## src/rtl/key_guard_pkg.sv

```systemverilog
package key_guard_pkg;
  typedef enum logic [1:0] {
    ST_LOCKED = 2'd0,
    ST_MID    = 2'd1,
    ST_OPEN   = 2'd2
  } guardState_e;

  typedef struct packed {
    logic        writeOpen;
    guardState_e state;
  } ctrlStrobe_t;
endpackage

```

## src/rtl/keyGuardCtrl.sv

```systemverilog
module keyGuardCtrl
  import key_guard_pkg::*;
#(
  parameter int ADDR_W = 4,
  parameter int DATA_W = 32,
  parameter int KEY_ADDR = 12,
  parameter logic [DATA_W-1:0] KEY_FIRST = 32'h0000_00A5,
  parameter logic [DATA_W-1:0] KEY_SECOND = 32'h0000_00F1
) (
  input  logic              clk,
  input  logic              rstN,
  input  logic              wrEn,
  input  logic [ADDR_W-1:0] wrAddr,
  input  logic [DATA_W-1:0] wrData,
  output ctrlStrobe_t       strobes
);
  localparam logic [ADDR_W-1:0] KeyAddrL = ADDR_W'(KEY_ADDR);

  guardState_e stateQ, stateD;
  logic keyHit;

  assign keyHit = wrEn && (wrAddr == KeyAddrL);

  always_comb begin
    stateD = stateQ;
    if (wrEn) begin
      unique case (stateQ)
        ST_LOCKED: if (keyHit && wrData == KEY_FIRST) stateD = ST_MID;
        ST_MID:    stateD = (keyHit && wrData == KEY_SECOND) ? ST_OPEN : ST_LOCKED;
        default:   stateD = ST_LOCKED;
      endcase
    end
  end

  always_ff @(posedge clk or negedge rstN) begin
    if (!rstN) stateQ <= ST_LOCKED;
    else       stateQ <= stateD;
  end

  assign strobes.state     = stateQ;
  assign strobes.writeOpen = (stateQ == ST_OPEN);

  p_first_key_r2: assert property (@(posedge clk) disable iff (!rstN)
    (stateQ == ST_LOCKED && keyHit && wrData == KEY_FIRST) |=> (stateQ == ST_MID));
  p_second_key_r3: assert property (@(posedge clk) disable iff (!rstN)
    (stateQ == ST_MID && keyHit && wrData == KEY_SECOND) |=> (stateQ == ST_OPEN));
  p_mid_abort_r4: assert property (@(posedge clk) disable iff (!rstN)
    (stateQ == ST_MID && wrEn && !(keyHit && wrData == KEY_SECOND)) |=> (stateQ == ST_LOCKED));
  p_open_once_r5: assert property (@(posedge clk) disable iff (!rstN)
    (stateQ == ST_OPEN && wrEn) |=> (stateQ == ST_LOCKED));
  p_idle_hold_r7: assert property (@(posedge clk) disable iff (!rstN)
    !wrEn |=> $stable(stateQ));
  p_legal_state_r12: assert property (@(posedge clk) disable iff (!rstN)
    stateQ != 2'd3);
endmodule

```

## src/rtl/keyGuardPath.sv

```systemverilog
module keyGuardPath
  import key_guard_pkg::*;
#(
  parameter int ADDR_W = 4,
  parameter int DATA_W = 32,
  parameter int NUM_REGS = 8,
  parameter int KEY_ADDR = 12,
  parameter int LOCK_IDX = 1,
  parameter logic [NUM_REGS-1:0] STICKY_MASK = 8'hF6
) (
  input  logic                clk,
  input  logic                rstN,
  input  logic                wrEn,
  input  logic [ADDR_W-1:0]   wrAddr,
  input  logic                lockDataBit,
  input  logic [ADDR_W-1:0]   rdAddr,
  input  ctrlStrobe_t         strobes,
  output logic [DATA_W-1:0]   rdData,
  output logic [NUM_REGS-1:0] wrAllow,
  output logic                stickyLock
);
  localparam logic [ADDR_W-1:0] KeyAddrL  = ADDR_W'(KEY_ADDR);
  localparam logic [ADDR_W-1:0] LockAddrL = ADDR_W'(LOCK_IDX);

  logic stickyQ;

  for (genvar i = 0; i < NUM_REGS; i++) begin : g_allow
    logic blockedHere;
    assign blockedHere = STICKY_MASK[i] && stickyQ;
    assign wrAllow[i] = wrEn && strobes.writeOpen && !blockedHere
                        && (wrAddr == ADDR_W'(i));
  end

  always_ff @(posedge clk or negedge rstN) begin
    if (!rstN) stickyQ <= 1'b0;
    else if (wrAllow[LOCK_IDX] && lockDataBit) stickyQ <= 1'b1;
  end

  assign stickyLock = stickyQ;

  always_comb begin
    rdData = '0;
    if (rdAddr == KeyAddrL)       rdData[1:0] = strobes.state;
    else if (rdAddr == LockAddrL) rdData[DATA_W-1] = stickyQ;
  end

  p_allow_onehot_r8: assert property (@(posedge clk) disable iff (!rstN)
    $onehot0(wrAllow));
  p_allow_strobe_r8: assert property (@(posedge clk) disable iff (!rstN)
    !wrEn |-> (wrAllow == '0));
  p_allow_open_r5: assert property (@(posedge clk) disable iff (!rstN)
    (wrAllow != '0) |-> (strobes.state == ST_OPEN));
  p_sticky_block_r10: assert property (@(posedge clk) disable iff (!rstN)
    stickyQ |-> ((wrAllow & STICKY_MASK) == '0));
  p_sticky_keep_r11: assert property (@(posedge clk) disable iff (!rstN)
    stickyQ |=> stickyQ);
  p_sticky_set_r9: assert property (@(posedge clk) disable iff (!rstN)
    $rose(stickyQ) |-> $past(wrEn && strobes.writeOpen && wrAddr == LockAddrL));
endmodule

```

## src/rtl/keyGuard.sv

```systemverilog
module keyGuard
  import key_guard_pkg::*;
#(
  parameter int ADDR_W = 4,
  parameter int DATA_W = 32,
  parameter int NUM_REGS = 8,
  parameter int KEY_ADDR = 12,
  parameter int LOCK_IDX = 1,
  parameter logic [NUM_REGS-1:0] STICKY_MASK = 8'hF6
) (
  input  logic                clk,
  input  logic                rstN,
  input  logic                wrEn,
  input  logic [ADDR_W-1:0]   wrAddr,
  input  logic [DATA_W-1:0]   wrData,
  input  logic [ADDR_W-1:0]   rdAddr,
  output logic [DATA_W-1:0]   rdData,
  output logic [NUM_REGS-1:0] wrAllow,
  output logic                stickyLock
);
  ctrlStrobe_t strobes;

  keyGuardCtrl #(
    .ADDR_W(ADDR_W), .DATA_W(DATA_W), .KEY_ADDR(KEY_ADDR)
  ) u_ctrl (
    .clk(clk), .rstN(rstN), .wrEn(wrEn), .wrAddr(wrAddr),
    .wrData(wrData), .strobes(strobes)
  );

  keyGuardPath #(
    .ADDR_W(ADDR_W), .DATA_W(DATA_W), .NUM_REGS(NUM_REGS),
    .KEY_ADDR(KEY_ADDR), .LOCK_IDX(LOCK_IDX), .STICKY_MASK(STICKY_MASK)
  ) u_path (
    .clk(clk), .rstN(rstN), .wrEn(wrEn), .wrAddr(wrAddr),
    .lockDataBit(wrData[DATA_W-1]), .rdAddr(rdAddr), .strobes(strobes),
    .rdData(rdData), .wrAllow(wrAllow), .stickyLock(stickyLock)
  );
endmodule

```

## config.mk

```make
export PLATFORM = sky130hd
export DESIGN_NAME = keyGuard
export DESIGN_NICKNAME = d
export VERILOG_FILES = /design/src/rtl/key_guard_pkg.sv /design/src/rtl/keyGuardCtrl.sv /design/src/rtl/keyGuardPath.sv /design/src/rtl/keyGuard.sv
export SDC_FILE = /design/constraint.sdc
export NUM_CORES = 1
export LEC_CHECK = 0
export ABC_CLOCK_PERIOD_IN_PS = 2430
export CAP_MARGIN = 30
export CORE_AREA = 2 2 39 41
export CTS_CLUSTER_DIAMETER = 150
export DETAILED_ROUTE_END_ITERATION = 8
export DIE_AREA = 0 0 41 43
export DONT_BUFFER_PORTS = 1
export SYNTH_ARGS = -nofsm -noshare
export SYNTH_HDL_FRONTEND = slang
export SYNTH_HIERARCHICAL = 1
export SYNTH_SLANG_ARGS = --single-unit
```

## constraint.sdc

```tcl
create_clock -name clk -period 2.43 [get_ports clk]
set_clock_uncertainty 0.05 [all_clocks]
set_input_delay 0.486 -clock clk [delete_from_list [all_inputs] [get_ports clk]]
set_output_delay 0.486 -clock clk [all_outputs]
set_load 0.03 [all_outputs]
```

# Word-level counts from Yosys, hierarchy flattened
# Cells that the tools add are included.
[totals]
out_inout_bits = 41
regBits = 3
in_bits = 43
elab_cells = 41
[op_classes]
mux = 6
eq_ne = 15
n_reduce_logical = 18
[ops]
columns = ["operator", "n"]
rows = [
  ["32-bit by 8-bit == test with 1-bit output, second input constant", 2],
  ["4-bit by 3-bit == test with 1-bit output, second input constant", 4],
  ["1-bit logical AND", 14],
  ["4-bit by 1-bit == test with 1-bit output, second input constant", 2],
  ["4-bit by 2-bit == test with 1-bit output, second input constant", 2],
  ["4-bit == test, second input constant", 2],
  ["2-bit 2-to-1 mux", 3],
  ["4-bit logical NOT", 1],
  ["2-bit one-hot mux with 2 select lines", 1],
  ["2-bit by 1-bit == test with 1-bit output, second input constant", 1],
  ["2-bit == test, second input constant", 1],
  ["2-bit logical NOT", 1],
  ["1-bit 2-to-1 mux", 2],
  ["2-bit by 1-bit inequality test with 1-bit output, second input constant", 1],
  ["2-bit AND reduction", 1],
  ["1-bit logical NOT", 1],
]

# Logic depth before layout (Yosys ltp)
[logic_depth]
word_depth = 5
depth_mapped = 4
depth_no_buf = 4

# By module
# The synthesis kept the hierarchy.
[by_module_without_submodules]
columns = ["module", "cells_each", "seq_area_each_um2", "instances", "area_each_um2"]
rows = [
  ["keyGuardPath", 53, 25.0, 1, 412.9],
  ["keyGuardCtrl", 23, 50.0, 1, 190.2],
]

# Worst setup path after synthesis
# Ideal clock, no wire load.
[synth_path]
path_kind = "register -> output"
start = "reg u_ctrl.stateQ[1]"
end = "out wrAllow[6]"
path_buffers = 0
slack_ns = 0.401
path_stages_with_launch = 5
t_arrival_ns = 1.493
required_time_ns = 1.894
path_cell_list = "dfrtp_1 > inv_1 > nor2_1 > nand3b_1 > nor3_1"
[synth_rtl]
columns = ["element", "line", "text"]
rows = [
  ["start: declaration", "keyGuardCtrl.sv:19", "guardState_e stateQ, stateD;"],
  ["start signal: assignment", "keyGuardCtrl.sv:37", "else stateQ <= stateD;"],
  ["end: declaration", "keyGuard.sv:18", "output logic [NUM_REGS-1:0] wrAllow,"],
]

==> results.toml <==
[routing]
first_pass_detailed_route_iteration_total = 4
vias = 511
drc_errors = 0
drt_iter0_markers = 4
drt-wirelength-per-cell_um = 12.0
drt-vias-per-instance = 4.96
drtAntennaViolNets = 0
wirelength_um = 1230

[global_routing]
overall_overflow_remaining_after_global_route = 0
global_route.usage.total_pct = 13.5
grt_pass1_wl_um = 1570
first_global_vias = 400
grt_antenna_before_repair = 0
grt_max_degree = 7

[yosys]
synth.area.top_cells = "sky130_fd_sc_hd__buf_4 36%, sky130_fd_sc_hd__dfrtp_1 12%, sky130_fd_sc_hd__nor3_1 5.8%"
fraction_of_synthesized_area_in_multiplexers_pct = 0
synth_largest_area_cell = "sky130_fd_sc_hd__buf_4"
synth_warnings = 6
syn_area_per_cell_um2 = 7.94
dominantRegCellSynth = "sky130_fd_sc_hd__dfrtp_1"
syn_inst = 76
synth_top_area_share_pct = 36.1
synthArstFlopShare_pct = 100
synthesis.area_um2 = 603
synthMostInstantiatedCell = "sky130_fd_sc_hd__buf_4"
yosys_register_bits = 3
netlist_top_cells_count = "29 x sky130_fd_sc_hd__buf_4, 7 x sky130_fd_sc_hd__nor3_1, 5 x sky130_fd_sc_hd__nor4_1"
main_combinational_cell_family_by_area_after_synthesis = "simple AND/OR/NAND/NOR gates"
synth-edff-count = 0
post_synth_xor_area_fraction_pct = 0
synthSimpleGateAreaFrac_pct = 42.1
post_synth_num_cell_types = 23
synth_compound_gate_area_share_pct = 6.22
synth.yosys.seq_area_share_pct = 12.4
post_synth_fa_ha_maj_area_fraction_pct = 0

[worst_hold_path]
min-delay-start = "wrEn"
timing.hold.worst_endpoint = "u_ctrl/stateQ[0]"
min_delay_path_depth = 1
worstHoldPathType = "in -> reg"

[critical_path]
worst_r2r_endpoint = "u_ctrl/stateQ[1]"
ff2ff_path_depth = 4
cp-end-kind = "output pin"
required_ns = 1.89
minimum_setup_slack_among_reg_to_reg_paths_ns = 1.03
timing.critical_path.from_type = "flop"
crit_path_cell_trace = "inv_1, nor2_1, nand4bb_4, nor3_2"
critical_path_class = "reg -> out"
critPathArrivalTime_ns = 1.55
timing.critical_path.slowest_stage_cell = "sky130_fd_sc_hd__nor3_2"
cpPeakStageDelay_ns = 0.49
r2r_start = "u_ctrl/stateQ[1]"
startpoint = "u_ctrl/stateQ[1]"
critPathMaxFanout = 5

[timing]
max_slew_headroom_pct = 62.8
finalHoldViolations = 0
drv_slew = 0
rsz_0062_raised_after_global_routing = "false"
tns_ns = 0
hold_slack_ns = 0.307
worstMarginPinSlew_ns = 0.556
period_share_pct = 86.0
period_needed_ns = 2.09
fmax_mhz = 479
report.final.setup_viol = 0

[die]
rows = 14
dieHeight_um = 43
initial_standard_cell_utilization_of_the_core_pct = 43.6
die-width_um = 41
placeable_core_region_um2 = 1380
design.die.area_um2 = 1760
io-pin-count = 84

[layout]
stdcell_count = 103
syn_to_final_growth_pct = -0.622
diodes = 0
final_nets = 131
layout-drive-gt1-share_pct = 20.7

[outcome]
result_of_the_run = "completed"

[clock_network]
clkSlewWorstSetupHoldPaths_ns = 0.03
postCtsSetupRepairBufs = 0
tritoncts.num_buffers = 3
number_of_clock_sinks = 3
cts.root.buffer_cell = "sky130_fd_sc_hd__clkbuf_4"
clock_insertion_delay_worst_skew_ns = 0.23
cts_tree = "yes"
cts-root-to-sink-buffers = 2
ctsHtreeMaxLevel = 1
number_of_gates_resized_after_cts = 0

[power]
cellPowerDensity_nw_per_um2 = 352
power.static_leakage_nw = 0.254
peakVddDrop_v = 0.000123

[place]
globalplace.congestion = 0.798
placed_cells_incl_taps = 98
portBuffers = 0
place_hpwl_um = 1100

[job]
maxCapViolations = 0
## per-stage QoR
step | power (mW) | utilization (%) | cell area (µm²) | setup slack [ns]
global route | 0.228 | 43.3 | 599 | 0.210
CTS | 0.215 | 43.3 | 599 | 0.326
floorplan | 0.157 | - | 708 | 0.401
detailed placement | 0.122 | 40.7 | 563 | 0.582
global placement | 0.122 | 40.7 | 563 | 0.639
finish | 0.211 | 43.3 | 599 | 0.340
## worst max-delay path by stage
stage	endpoint	depth (start not counted)
3_3_place_gp	wrAllow[2]	4
2_1_floorplan	wrAllow[6]	4
6_report	wrAllow[2]	4
3_5_place_dp	wrAllow[2]	4
5_1_grt	wrAllow[4]	5
4_1_cts	wrAllow[2]	4
## state kept, by name (all words and copies together) (netlist names)
signal,flops
u_ctrl/stateQ,2
u_path/stickyLock,1
## critical path, delay by kind of cell, from the launching register on
family / cells / cell delay (ns)
and+or+nand+nor: 3 / 0.89
buffers and inverters: 1 / 0.07
DFF: 1 / 0.36
## repair_timing
item	CTS	global route
hold buffers	1	0
endpoints found under the hold margin	3	0
setup endpoints to repair	0	0
## power by group
part           internal, mW  total, mW     switching [mW]  leakage (nW)
logic               0.00940     0.0746             0.0652         0.203
registers            0.0503     0.0503  0.000000000000336        0.0367
clock network        0.0615     0.0862             0.0247        0.0150
total                 0.121      0.211             0.0899         0.254
## metal layers
layer	wire length [µm]	vias up	global-route usage, %
li1	-	235	-
met1	392	230	13.1
met2	661	46	21.9
met3	176	0	6.28
met4	0	0	8.00
met5	0	-	0
## placed cells by master (no fill, tap or decap), drive strengths merged, types with 3 or more instances in the layout
| master | n |
|---|---|
| buf | 7 |
| nand2b | 3 |
| conb | 29 |
| clkbuf | 4 |
| nor2 | 3 |
| dfrtp | 3 |
| inv | 4 |
| nor3 | 8 |
| nor4 | 6 |
## layout make-up
| class | instances | area [µm²] |
|---|---|---|
| flip-flops and latches | 3 | 75.1 |
| fillers | 145 | 785 |
| clock buffers | 4 | 26.3 |
| inverters | 4 | 15.0 |
| multi-input cells | 68 | 400 |
| repair buffers | 8 | 62.6 |
| well taps | 16 | 20.0 |
## cells by family after synthesis
logic type      Yosys count
other cells               1
flops                     3
buf+inv                  33
simple gates             36
compound gates            3
Power figures use the tool's default switching activity.
